**src/rtl/ics_pkg.sv**
```systemverilog
package ics_pkg;
    localparam int IC_PINS = 4;
    localparam int IC_SYNC = 2;

    // Pack deltas above levels into one status word.
    function automatic logic [2*IC_PINS-1:0] pack_status(
        input logic [IC_PINS-1:0] delta,
        input logic [IC_PINS-1:0] level
    );
        return {delta, level};
    endfunction
endpackage

```
**src/rtl/ics_sync.sv**
```systemverilog
module ics_sync #(
    parameter int N_PINS = 4,
    parameter int STAGES = 2
) (
    input  logic              clk_i,
    input  logic              rst_i,
    input  logic [N_PINS-1:0] async_i,
    output logic [N_PINS-1:0] sync_o
);
    genvar g;
    generate
        for (g = 0; g < N_PINS; g++) begin : g_pin
            logic [STAGES-1:0] chain_q;
            always_ff @(posedge clk_i) begin
                if (rst_i) chain_q <= '0;
                else       chain_q <= {chain_q[STAGES-2:0], async_i[g]};
            end
            assign sync_o[g] = chain_q[STAGES-1];
        end
    endgenerate
endmodule

```
**src/rtl/ics_edge_latch.sv**
```systemverilog
module ics_edge_latch #(
    parameter int N_PINS = 4
) (
    input  logic              clk_i,
    input  logic              rst_i,
    input  logic [N_PINS-1:0] level_i,
    input  logic              clr_i,
    output logic [N_PINS-1:0] edge_o,
    output logic [N_PINS-1:0] delta_o
);
    logic [N_PINS-1:0] prev_q;
    logic [N_PINS-1:0] delta_q;
    logic [N_PINS-1:0] delta_d;

    assign edge_o = level_i ^ prev_q;

    // New edges win over a clear in the same cycle.
    always_comb begin
        delta_d = clr_i ? '0 : delta_q;
        delta_d = delta_d | edge_o;
    end

    always_ff @(posedge clk_i) begin
        if (rst_i) begin
            prev_q  <= '0;
            delta_q <= '0;
        end else begin
            prev_q  <= level_i;
            delta_q <= delta_d;
        end
    end

    assign delta_o = delta_q;
endmodule

```
**src/rtl/ics_detector.sv**
```systemverilog
module ics_detector #(
    parameter int N_PINS      = ics_pkg::IC_PINS,
    parameter int SYNC_STAGES = ics_pkg::IC_SYNC
) (
    input  logic                clk_i,
    input  logic                rst_i,
    input  logic [N_PINS-1:0]   pins_i,
    input  logic                rd_i,
    input  logic [N_PINS-1:0]   irq_en_i,
    output logic [2*N_PINS-1:0] status_o,
    output logic                irq_o
);
    logic [N_PINS-1:0] level_vec;
    logic [N_PINS-1:0] edge_vec;
    logic [N_PINS-1:0] delta_q;

    ics_sync #(.N_PINS(N_PINS), .STAGES(SYNC_STAGES)) u_sync (
        .clk_i  (clk_i),
        .rst_i  (rst_i),
        .async_i(pins_i),
        .sync_o (level_vec)
    );

    ics_edge_latch #(.N_PINS(N_PINS)) u_latch (
        .clk_i  (clk_i),
        .rst_i  (rst_i),
        .level_i(level_vec),
        .clr_i  (rd_i),
        .edge_o (edge_vec),
        .delta_o(delta_q)
    );

    assign status_o = {delta_q, level_vec};
    assign irq_o    = |(delta_q & irq_en_i);
endmodule

```
**config.mk**
```make
export PLATFORM = sky130hd
export DESIGN_NAME = ics_detector
export DESIGN_NICKNAME = d
export VERILOG_FILES = /design/src/rtl/ics_pkg.sv /design/src/rtl/ics_sync.sv /design/src/rtl/ics_edge_latch.sv /design/src/rtl/ics_detector.sv
export SDC_FILE = /design/constraint.sdc
export NUM_CORES = 1
export LEC_CHECK = 0
export CAP_MARGIN = 20
export CORE_ASPECT_RATIO = 1.2
export CORE_MARGIN = 2
export CORE_UTILIZATION = 30
export DETAILED_ROUTE_END_ITERATION = 16
export DONT_BUFFER_PORTS = 1
export GPL_TIMING_DRIVEN = 0
export MAX_ROUTING_LAYER = met4
export PLACE_DENSITY = 0.42
export SLEW_MARGIN = 25
export SYNTH_ARGS = -nofsm -noshare
export SYNTH_HDL_FRONTEND = slang
export SYNTH_SLANG_ARGS = --single-unit
```
**constraint.sdc**
```tcl
create_clock -name clk_i -period 1.8 [get_ports clk_i]
set_input_delay 0.09 -clock clk_i [delete_from_list [all_inputs] [get_ports clk_i]]
set_output_delay 0.09 -clock clk_i [all_outputs]
set_load 0.01 [all_outputs]
```
==> impl_metrics.py <==
metrics = {
    "floorplan": {
        "core_area_sq_um": 1810,
        "ioPinCount": 20,
        "fp-row-count": 17,
        "die_w_um": 43.5,
        "die_area_sq_um": 2230,
        "start_util_pct": 31.0,
        "die_y_um": 51.4,
    },
    "detailed_routing": {
        "viasPerCell": 4.46,
        "wl_um": 778,
        "post-route-drc-count": 0,
        "wire_per_inst_um": 9.85,
        "antenna_left": 0,
        "drtIter0Drc": 1,
        "num_vias": 352,
        "first_pass_iters": 2,
    },
    "clocking": {
        "postCtsSetupRepairBufs": 0,
        "cts-resized-gates": 0,
        "htree_levels": 1,
        "cts_buffers": 3,
        "tritoncts": "done",
        "cts.path.max_buffers": 2,
        "clock_latency_ns": 0.28,
        "path_clk_slew_ns": 0.09,
        "clockRootBuffer": "clkbuf_4",
        "ctsHoldBuffers": 7,
        "clock-sinks": 16,
    },
    "placement": {
        "port_buffers": 0,
        "place_congestion": 0.665,
    },
    "sta": {
        "worst_slew_pin_slew_ns": 0.169,
        "fin_crit_ns": 1.17,
        "fin_crit_sh_pct": 64.8,
        "hold_violations": 0,
        "rsz0062_at_grt": "false",
        "setup_violations": 0,
        "slew_headroom_pct": 88.7,
        "finalMaxSlewViolations": 0,
        "clock_skew_ns": 0.000960,
        "fmax_ghz": 0.858,
        "fin_tns_setup_ns": 0,
    },
    "cells_and_area": {
        "layout-drive-gt1-share_pct": 31.7,
        "syn_to_final_growth_pct": 25.0,
        "final_util_pct": 38.8,
        "nets": 72,
        "antenna_cells": 0,
        "nFillCells": 190,
    },
    "logic_synthesis": {
        "synth_nets": 59,
        "yosysSeqAreaShare_pct": 57.1,
        "synth.largest_area_cell": "dfxtp_1",
        "synthDistinctLibCells": 11,
        "synth-seq-cells": 16,
        "synth_area_sq_um": 561,
        "yosys.area.top_type_share_pct": 57.1,
        "yosysWarnings": 0,
        "synthTopCellsByArea": "dfxtp_1, and2b_2, nor2b_2, xnor2_1, buf_4",
        "syn_area_per_cell_sq_um": 11.7,
        "syn-instance-count": 48,
    },
    "global_route": {
        "antenna_found_initial": 0,
        "use_met1_pct": 6.88,
        "met2_usage_pct": 11.9,
        "top_usage_layer": "met2",
        "grt_max_degree": 11,
        "grt_use_total_pct": 7.57,
        "gr-total-overflow": 0,
        "met3_usage_pct": 2.47,
        "first_global_vias": 324,
        "grt_pass1_wl_mm": 1.16,
    },
    "pwr": {
        "p_total_w": 0.000665,
        "ir_worst_vdd_v": 0.000366,
        "leakagePower_nw": 0.285,
        "powerDensity_nw_per_um2": 949,
    },
    "outcome": {
        "status": "finished, final reports clean",
    },
    "min_path": {
        "hold_path.class": "input pin to register",
    },
    "worst_setup_path": {
        "crit_path_start_kind": "input pin",
        "critPathCaptureType": "register",
        "required_ns": 1.98,
        "path_class": "input pin to register",
        "arrival_ns": 1.34,
        "critPathMaxFanout": 1,
    },
    "run": {
        "maxCapViolations": 0,
    },
}
## cells in the final DEF (no fill, tap or decap), drive strengths merged
master | netlist | routed
nand2b | 4 | 4
buf | 5 | 5
nor2b | 6 | 6
clkbuf | 0 | 4
nand2 | 1 | 1
a22oi | 2 | 2
dfxtp | 16 | 16
a21oi | 4 | 4
xnor2 | 4 | 4
and2b | 6 | 6
dlygate4sd3 | 0 | 8
## critical path: stages
cell           delay (ns)
dlygate4sd3_1        0.53
and2b_2              0.18
dlygate4sd3_1        0.54
## metal layers
metal / vias up / routed length (um)
met3: 4 / 66
met1: 156 / 307
li1: 173 / -
met5: - / 0
met2: 19 / 382
met4: 0 / 22
## synth_stat cells
library cell,n
a21oi_1,4
a22oi_1,2
and2b_2,6
buf_4,4
buf_6,1
dfxtp_1,16
nand2_1,1
nand2b_1,4
nor2b_1,2
nor2b_2,4
xnor2_1,4
## power by group
group          switching, W  total [W]  internal [W]  leakage, nW
clock              0.000108   0.000231      0.000123       0.0210
sequential        0.0000113   0.000381      0.000370        0.132
combinational     0.0000175  0.0000529     0.0000353        0.133
total              0.000137   0.000665      0.000528        0.285
## path summary, 6_finish.rpt
check | start | to | slack, ns | depth (start not counted)
worst min-delay path | rst_i | u_sync.g_pin[3].chain_q[0]$_SDFF_PP0_ | 0.01 | 2
worst min register to register | u_sync.g_pin[0].chain_q[0]$_SDFF_PP0_ | u_sync.g_pin[0].chain_q[1]$_SDFF_PP0_ | 0.44 | 1
worst max-delay path | pins_i[1] | u_sync.g_pin[1].chain_q[0]$_SDFF_PP0_ | 0.63 | 3
worst max register to register | u_sync.g_pin[2].chain_q[1]$_SDFF_PP0_ | u_latch.delta_o[2]$_SDFF_PP0_ | 1.11 | 2
## cells by family (layout without fill, tap and decap cells)
group	after synthesis	in the layout	share of synthesized area (%)
flip-flops	16	16	57.1
XOR/XNOR	4	4	6.25
buffers and inverters	5	17	7.37
AND/OR/NAND/NOR	17	17	23.0
AO/OA/AOI/OAI	6	6	6.25
## metrics by stage
stage                     cell area, sq um  hold WS [ns]  std cells  setup slack [ns]
after floorplan                        561         0.219         48              1.11
after global placement                 584         0.223         67              1.07
after detailed placement               584         0.224         67              1.08
after CTS                              691       0.00158         78             0.655
after global routing                   701       0.00482         79             0.624
final                                  701        0.0137         79             0.634
## registers in the layout, indices dropped and copies added (netlist names)
register              flops
u_latch.prev_q            4
u_latch.delta_o           4
u_sync.g_pin.chain_q      8
## area by class of cell
cell class | count | area (sq um) | area share (%)
sequential | 16 | 320 | 45.7
multi-input combinational | 27 | 199 | 28.4
timing repair buffer | 8 | 80.1 | 11.4
buffer | 5 | 41.3 | 5.89
clock buffer | 4 | 36.3 | 5.18
tap | 19 | 23.8 | 3.39
Power figures use the tool's default switching activity.
